--- config.mk ---
export PLATFORM = sky130hd
export DESIGN_NAME = pulse_edge_tx
export DESIGN_NICKNAME = d
export VERILOG_FILES = /design/src/rtl/pulse_edge_tx.sv
export SDC_FILE = /design/constraint.sdc
export NUM_CORES = 1
export LEC_CHECK = 0
export BUFFER_PORTS_ARGS = -buffer_cell sky130_fd_sc_hd__buf_4
export CELL_PAD_IN_SITES_DETAIL_PLACEMENT = 1
export CELL_PAD_IN_SITES_GLOBAL_PLACEMENT = 2
export CORE_UTILIZATION = 37
export CTS_CLUSTER_DIAMETER = 120
export DETAILED_ROUTE_END_ITERATION = 8
export HOLD_SLACK_MARGIN = 0.1
export PLACE_DENSITY_LB_ADDON = 0.25
export SYNTH_ARGS = -nofsm -noshare
export SYNTH_HDL_FRONTEND = slang
export SYNTH_SLANG_ARGS = --single-unit
--- constraint.sdc ---
create_clock -name clk -period 1.9 [get_ports clk]
set_input_delay 0.19 -clock clk [delete_from_list [all_inputs] [get_ports clk]]
set_output_delay 0.19 -clock clk [all_outputs]
set_load 0.02 [all_outputs]
--- src/rtl/pulse_edge_tx.sv ---
module pulse_edge_tx #(
  parameter int FILT_LEN    = 3,
  parameter int IDLE_CYC    = 100,
  parameter int REFRESH_CYC = 83
) (
  input  logic clk,
  input  logic rst_n,
  input  logic pwr_ok,
  input  logic din,
  output logic up_pulse,
  output logic down_pulse
);
  localparam int FW   = $clog2(FILT_LEN + 1);
  localparam int TMAX = (IDLE_CYC > REFRESH_CYC) ? IDLE_CYC : REFRESH_CYC;
  localparam int TW   = $clog2(TMAX + 1);

  logic          filt_q;
  logic [FW-1:0] hold_q;
  logic [TW-1:0] idle_q;
  logic          refr_q;
  logic          announce_q;
  logic          up_q, down_q;

  logic          accept, due, fire, level;
  logic [TW-1:0] limit;

  assign accept = (din != filt_q) && (hold_q == FW'(FILT_LEN - 1));
  assign limit  = refr_q ? TW'(REFRESH_CYC - 1) : TW'(IDLE_CYC - 1);
  assign due    = (idle_q == limit);
  assign fire   = accept | announce_q | due;
  assign level  = accept ? din : filt_q;

  always_ff @(posedge clk or negedge rst_n) begin
    if (!rst_n) begin
      filt_q     <= 1'b0;
      hold_q     <= '0;
      idle_q     <= '0;
      refr_q     <= 1'b0;
      announce_q <= 1'b1;
      up_q       <= 1'b0;
      down_q     <= 1'b0;
    end else if (!pwr_ok) begin
      hold_q     <= '0;
      idle_q     <= '0;
      refr_q     <= 1'b0;
      announce_q <= 1'b1;
      up_q       <= 1'b0;
      down_q     <= 1'b0;
    end else begin
      up_q       <= fire & level;
      down_q     <= fire & ~level;
      announce_q <= 1'b0;
      if (accept) begin
        filt_q <= din;
        hold_q <= '0;
      end else if (din != filt_q) begin
        hold_q <= hold_q + FW'(1);
      end else begin
        hold_q <= '0;
      end
      if (accept || announce_q) begin
        idle_q <= '0;
        refr_q <= 1'b0;
      end else if (due) begin
        idle_q <= '0;
        refr_q <= 1'b1;
      end else begin
        idle_q <= idle_q + TW'(1);
      end
    end
  end

  assign up_pulse   = up_q;
  assign down_pulse = down_q;
endmodule

After elaboration in Yosys (flattened, before gate mapping)
Cells that the tools add are included.
{ "word_totals": {"reg_bits": 14, "inputBits": 4, "elab_cells": 34} }
{ "op_classes": {"addsub": 2, "n_eq_ne": 4, "mux": 14, "bitwise_logic": 5, "reduce_logical": 2} }
{ "ops": {"columns": ["cell", "n"], "rows": [
  ["7-bit 2-to-1 mux", 3],
  ["7-bit by 1-bit adder with 7-bit output (second input constant)", 1],
  ["7-bit == test", 1],
  ["1-bit 2-to-1 mux", 7],
  ["2-bit 2-to-1 mux", 3],
  ["6-bit 2-to-1 mux", 1],
  ["3-bit by 1-bit inequality test with 1-bit output (second input constant)", 1],
  ["2-bit by 1-bit adder with 2-bit output (second input constant)", 1],
  ["1-bit AND", 2],
  ["2-bit == test (second input constant)", 1],
  ["1-bit OR", 2],
  ["1-bit logical AND", 1],
  ["1-bit logical OR", 1],
  ["1-bit inequality test", 1],
  ["1-bit NOT", 1]
]} }

Depth between registers and ports, before layout
Gate-level depths: netlist of run 1.
{ "depth": {"depth_word": 6, "depth_mapped": 5, "mapped_depth_nobuf": 5} }

Least setup slack after synthesis of run 1
Ideal clock, no wire load.
{ "synth_timing": {"path_kind": "register -> register", "startpoint": "register idle_q[0]", "endpoint": "register idle_q[6]", "setup_ns": 0.087, "arrival_time_ns": 1.203, "slack_ns": 0.610, "stages_incl_launch_ff": 5, "path_buffers": 0, "cell_sequence": "dfrtp_1 -> ha_1 -> nand3_1 -> or3_1 -> a211oi_2"} }
{ "synth_via": {"elab_chain_cells": 4} }
{ "synth_lines": {"columns": ["element", "line_no", "source"], "rows": [
  ["start, declared", "19", "logic [TW-1:0] idle_q;"],
  ["start signal, assigned", "68", "idle_q <= idle_q + TW'(1);"],
  ["7-bit by 1-bit adder with 7-bit output or 7-bit == test (tied branches)", "68, 29", null],
  ["7-bit 2-to-1 mux *", "64", "end else if (due) begin"],
  ["7-bit 2-to-1 mux *", "61", "if (accept || announce_q) begin"],
  ["7-bit 2-to-1 mux *", "42", "end else if (!pwr_ok) begin"]
]} }
Every way passes the cells marked *; elsewhere a longest branch is shown, timed or not.
A chain may end at the register's enable or synchronous reset.

Final worst setup path of run 1
Ends and elaborated chain as after synthesis.

==> results of run 1 <==
## kinds of logic after synthesis
| group | synth area share (%) |
|---|---|
| buffers and inverters | 1.69 |
| and+or+nand+nor | 19.3 |
| AOI/OAI and AO/OA | 15.8 |
| muxes | 1.50 |
| adders and majority gates | 3.75 |
| xor gates and xnor gates | 5.25 |
| DFF | 52.7 |
## where the power goes
group / leakage [nW] / switching, W / internal [W] / total (W)
clock: 0.0210 / 0.0000918 / 0.000117 / 0.000209
sequential: 0.185 / 0.0000172 / 0.000326 / 0.000343
combinational: 0.126 / 0.0000595 / 0.0000467 / 0.000106
## critical path: cells and delay by family (launching register included)
family / cells / cell delay, ns
adder cells (fa/ha/maj): 1 / 0.20
AND/OR/NAND/NOR: 2 / 0.47
AO/OA/AOI/OAI: 1 / 0.22
flip-flops: 1 / 0.41
## state kept, by name (all words and copies together), names as in the netlist
name,count
up_pulse,1
filt_q,1
hold_q,2
refr_q,1
announce_q,1
down_pulse,1
idle_q,7
## how the worst max path moves through the flow
stage | from | to | slack, ns | cells past startpoint
floorplan | idle_q[0] | idle_q[6] | 0.61 | 4
global placement | idle_q[0] | idle_q[6] | 0.57 | 4
detailed placement | idle_q[0] | idle_q[6] | 0.52 | 4
CTS | idle_q[0] | idle_q[6] | 0.50 | 4
global route | idle_q[0] | idle_q[6] | 0.40 | 4
finish | idle_q[0] | idle_q[6] | 0.52 | 4
## what timing repair did
| item | CTS | global route |
|---|---|---|
| hold endpoints to repair | 15 | 0 |
| hold buffers | 2 | 0 |
| setup buffers | 0 | 0 |
| gates resized for setup | 0 | 0 |
## routing by layer
metal | up-vias | wire (um) | global-route usage, %
li1 | 221 | - | -
met3 | 3 | 42 | 7.35
met1 | 228 | 564 | 20.3
met2 | 5 | 546 | 22.4
met5 | - | 0 | 0
met4 | 0 | 22 | 7.27
## area by class of cell
type | count | area (um^2)
multi-input cells | 37 | 304
flip-flops and latches | 14 | 352
well taps | 24 | 30.0
fillers | 175 | 803
inverters | 3 | 11.3
repair buffers | 7 | 57.6
clock buffers | 4 | 36.3
## per-stage QoR
stage | hold WS, ns | worst slack, ns | utilization (%) | total power, W
finish | 0.247 | 0.518 | 49.6 | 0.000658
global route | 0.233 | 0.404 | 49.6 | 0.000705
detailed placement | 0.0468 | 0.519 | 46.1 | 0.000455
global placement | 0.0492 | 0.566 | 46.1 | 0.000452
CTS | 0.231 | 0.497 | 49.6 | 0.000673
floorplan | -0.106 | 0.610 | - | 0.000416
## cell usage in the layout (no fill, tap or decap), drive strengths merged, types with 2 or more instances in the layout
cell,synthesis,routed
clkbuf,0,4
o21ai,2,2
or3,2,2
inv,3,3
and3b,2,2
a21oi,3,3
a211oi,3,3
buf,0,5
nor3,2,2
nand2,3,3
nor2,2,2
and4,2,2
dfrtp,13,13
ha,2,2
nand3,2,2
dlygate4sd3,0,2
xnor2,3,3
==> impl_metrics.env, run 1 <==
export IMPL_status="completed"
export IMPL_ys_types=27
export IMPL_synth_top_area_share_pct=48.8
export IMPL_stdcell_count=89
export IMPL_final_area_um2=791
export IMPL_ys_seq_area_share_pct=52.7
export IMPL_powerDensity_nw_per_um2=832
export IMPL_grt_max_degree=15
export IMPL_ys_ff_latch=14
export IMPL_synth_area_top_cells="dfrtp_1 (49%), dfstp_2 (3.9%), xnor2_1 (3.9%), a211oi_2 (3.8%), ha_1 (3.8%)"
export IMPL_crit_required_ns=2.10
export IMPL_synth_yosys_warnings=0
export IMPL_dr_total_vias=457
export IMPL_finalCriticalPeriod_ns=1.38
export IMPL_drive_gt1_share_pct=29.2
export IMPL_numCtsBuffers=3
export IMPL_hold_viol_final=0
export IMPL_clk_pin_slew_ns=0.08
export IMPL_synth_nets=60
export IMPL_grtUsageTotal_pct=15.8
export IMPL_die_area_um2=1980
export IMPL_synth_flop_cell="dfrtp_1"
export IMPL_start_kind="flop"
export IMPL_tightestPinTransition_ns=0.298
export IMPL_synth_largest_area_cell="dfrtp_1"
export IMPL_crit_reg2reg_launch="idle_q[0]"
export IMPL_critPathCaptureType="flop"
export IMPL_insertion_delay_ns=0.28
export IMPL_hold_path_class="in -> reg"
export IMPL_first_global_vias=467
export IMPL_fmax_ghz=0.724
export IMPL_totalWireLength_um=1180
export IMPL_final_nets=72
export IMPL_critPathSlowestCell="dfrtp_1"
export IMPL_fp_dieW_um=44.5
export IMPL_critPathKind="reg -> reg"
export IMPL_async_flop_share_pct=100
export IMPL_grt_pass1_wl_um=2130
export IMPL_tns_ns=0
export IMPL_cts_htree_levels=1
export IMPL_initial_core_util_pct=41.8
export IMPL_whs_path_depth=4
export IMPL_portBuffers=5
export IMPL_dp_cells=83
export IMPL_irDropWorstVdd_mv=0.432
export IMPL_rows=14
export IMPL_dpl_cell_area_um2=734
export IMPL_synth_edf_count=0
export IMPL_worstPathCellList="ha_1 -> nand3_1 -> or3_1 -> a211oi_2"
export IMPL_netlist_instances=54
export IMPL_first_iter_violations=4
export IMPL_drc=0
export IMPL_io_pins=6
export IMPL_dp_hpwl_um=940
export IMPL_cts_root_buffer="clkbuf_4"
export IMPL_rsz0062_at_grt="false"
export IMPL_cp_max_fo=5
export IMPL_avgSynthCellArea_um2=12.3
export IMPL_dr_pass1_iters=3
export IMPL_slowest_delay_ns=0.41
export IMPL_synth_area_um2=667
export IMPL_grt_overflow=0
export IMPL_via_per_inst=5.13
export IMPL_worst_r2r_cell_count=4
export IMPL_maxCapViolations=0
export IMPL_reg2reg_slack_ns=0.52
export IMPL_globalplace_congestion=0.706
export IMPL_hp_start="din"
export IMPL_numClockSinks=14
export IMPL_leakage_nw=0.332
export IMPL_antenna_found_initial=0
export IMPL_r2r_end="idle_q[6]"
export IMPL_clockBufferDepth=2
export IMPL_slew_headroom_pct=80.1
export IMPL_layout_area_overhead_vs_synth_pct=18.6
export IMPL_holdPathEnd="down_pulse"
export IMPL_wl_per_cell_um=13.2
export IMPL_cp_arrival_ns=1.58
export IMPL_diodes=0
export IMPL_core_area_um2=1590
export IMPL_drt_antenna_violating_nets=0
export IMPL_fin_crit_sh_pct=72.7
export IMPL_synthTopCellsByCount="dfrtp_1 (13), a21oi_1 (3), inv_1 (3), nand2_1 (3), xnor2_1 (3)"
export IMPL_cts_tree="yes"
export IMPL_finalSetupViolations=0
export IMPL_timing_max_transition_violations_final=0
export IMPL_synth_most_common_cell="dfrtp_1"
export IMPL_die_height_um=44.5
export IMPL_clock_skew_ns=0.00224
Note: power is estimated with default switching activity, not from simulation.
==> run 2: changes to the inputs <==
==> constraint.sdc (replaced) <==
create_clock -name clk -period 1.4 [get_ports clk]
set_input_delay 0.14 -clock clk [delete_from_list [all_inputs] [get_ports clk]]
set_output_delay 0.14 -clock clk [all_outputs]
set_load 0.02 [all_outputs]
==> run 2 against run 1 <==
Core utilization increased by 1.1 points. Setup slack worse by 0.44 ns. Non-clock buffer count increased by 1. Critical path type unchanged. Critical endpoint unchanged. Largest power group unchanged. Highest routed layer unchanged.
==> impl_metrics.env, run 2 (synthesis gave the netlist of run 1 again) <==
export IMPL_drive_gt1_share_pct=34.8
export IMPL_dr_pass1_iters=3
export IMPL_fillers=180
export IMPL_cp_arrival_ns=1.51
export IMPL_final_area_um2=808
export IMPL_path_buf_inv=0
export IMPL_tns_ns=0
export IMPL_rows=14
export IMPL_maxCapViolations=0
export IMPL_die_height_um=44.5
export IMPL_cp_top_family="simple AND/OR/NAND/NOR gates"
export IMPL_mostFrequentLayoutCell="dfrtp_1"
export IMPL_cp_endpoint="idle_q[6]"
export IMPL_finalPower_w=0.000893
export IMPL_globalplace_congestion=0.677
export IMPL_largest_reg_flops=7
export IMPL_crit_reg2reg_launch="idle_q[0]"
export IMPL_wl_per_cell_um=13.4
export IMPL_regMostFlops="idle_q"
export IMPL_critPathKind="reg -> reg"
export IMPL_core_area_um2=1590
export IMPL_hold_path_class="in -> reg"
export IMPL_cp_max_fo=5
export IMPL_worstPathCellList="ha_2 -> nand3_2 -> or3_1 -> a211oi_2"
export IMPL_via_per_inst=5.06
export IMPL_first_global_vias=466
export IMPL_layout_common_cells="dfrtp_1 (13), buf_4 (6)"
export IMPL_fin_crit_sh_pct=94.2
export IMPL_diodes=0
export IMPL_clk_pin_slew_ns=0.08
export IMPL_numClockSinks=14
export IMPL_leakage_nw=0.332
export IMPL_io_pins=6
export IMPL_finalSetupViolations=0
export IMPL_die_area_um2=1980
export IMPL_timing_max_transition_violations_final=0
export IMPL_start_kind="flop"
export IMPL_clockBufferDepth=2
export IMPL_reg2reg_slack_ns=0.08
export IMPL_r2r_end="idle_q[6]"
export IMPL_dp_hpwl_um=916
export IMPL_hold_viol_final=0
export IMPL_stdcell_count=90
export IMPL_crit_required_ns=1.59
export IMPL_drc=0
export IMPL_cts_setup_buffers=0
export IMPL_crit_cells=4
export IMPL_finalCriticalPeriod_ns=1.32
export IMPL_cts_root_buffer="clkbuf_4"
export IMPL_irDropWorstVdd_mv=0.685
export IMPL_clock_skew_ns=0.000819
export IMPL_first_iter_violations=3
export IMPL_final_nets=73
export IMPL_crit_start="idle_q[0]"
export IMPL_dpl_cell_area_um2=742
export IMPL_grt_pass1_wl_um=2100
export IMPL_largestRegisters="idle_q (7), hold_q (2)"
export IMPL_tightestPinTransition_ns=0.290
export IMPL_insertion_delay_ns=0.28
export IMPL_multi_input_area_um2=314
export IMPL_numCtsBuffers=3
export IMPL_initial_core_util_pct=41.8
export IMPL_regArea_um2=352
export IMPL_dr_total_vias=455
export IMPL_slowest_delay_ns=0.41
export IMPL_antenna_found_initial=0
export IMPL_drt_antenna_violating_nets=0
export IMPL_dp_cells=84
export IMPL_cts_tree="yes"
export IMPL_totalWireLength_um=1200
export IMPL_layout_area_overhead_vs_synth_pct=21.2
export IMPL_grt_overflow=0
export IMPL_status="completed"
export IMPL_fmax_ghz=0.758
export IMPL_portBuffers=5
export IMPL_cts_htree_levels=1
export IMPL_critPathSlowestCell="dfrtp_1"
export IMPL_grtUsageTotal_pct=15.4
export IMPL_grt_max_degree=15
export IMPL_slew_headroom_pct=80.7
export IMPL_powerDensity_nw_per_um2=1100
export IMPL_critPathCaptureType="flop"
export IMPL_fp_dieW_um=44.5
export IMPL_worst_r2r_cell_count=4
## run 2: per-layer routing
metal | up-vias | wire [um] | track usage, %
li1 | 220 | - | -
met1 | 227 | 600 | 20.9
met2 | 5 | 548 | 22.4
met3 | 3 | 42 | 7.35
met4 | 0 | 10 | 3.64
met5 | - | 0 | 0
## run 2: per-stage QoR
step	util (%)	setup WS (ns)	hold slack, ns
after floorplan	-	0.110	-0.156
after detailed placement	46.5	0.0663	-0.00245
after global placement	46.5	0.108	-0.00114
after global routing	50.7	-0.00628	0.213
after CTS	50.1	0.0376	0.194
final	50.7	0.0805	0.210
## run 2: worst min-delay path by stage
stage | from | end | slack, ns | cells after the start
4_1_cts | din | down_pulse | 0.19 | 4
6_report | din | down_pulse | 0.21 | 4
3_3_place_gp | rst_n | idle_q[5] | -0.001 | 1
2_1_floorplan | rst_n | down_pulse | -0.16 | 0
3_5_place_dp | rst_n | idle_q[5] | -0.002 | 1
5_1_grt | din | down_pulse | 0.21 | 4
## run 2: power by group
part           total (W)  switching, W  internal (W)
clock network   0.000279      0.000121      0.000158
logic           0.000148     0.0000817     0.0000665
registers       0.000466     0.0000237      0.000442
total           0.000893      0.000226      0.000667
## run 2: cell type report
cell class / instances / share of cell area [%]
Clock buffer: 4 / 4.49
Inverter: 3 / 1.39
Sequential cell: 14 / 43.5
Multi-Input combinational cell: 37 / 38.9
Tap cell: 24 / 3.72
Timing Repair Buffer: 8 / 8.05
## run 2: worst min-delay path, cell delays in order
cell and delay [ns]:
buf_4 0.09, mux2i_1 0.08, nand2_1 0.10, a21oi_1 0.04
## run 2: repair_timing
| action | in CTS | in global routing |
|---|---|---|
| endpoints found under the setup margin | 0 | 1 |
| hold buffers | 2 | 0 |
| gates resized for setup | 0 | 3 |
| endpoints found under the hold margin | 15 | 0 |
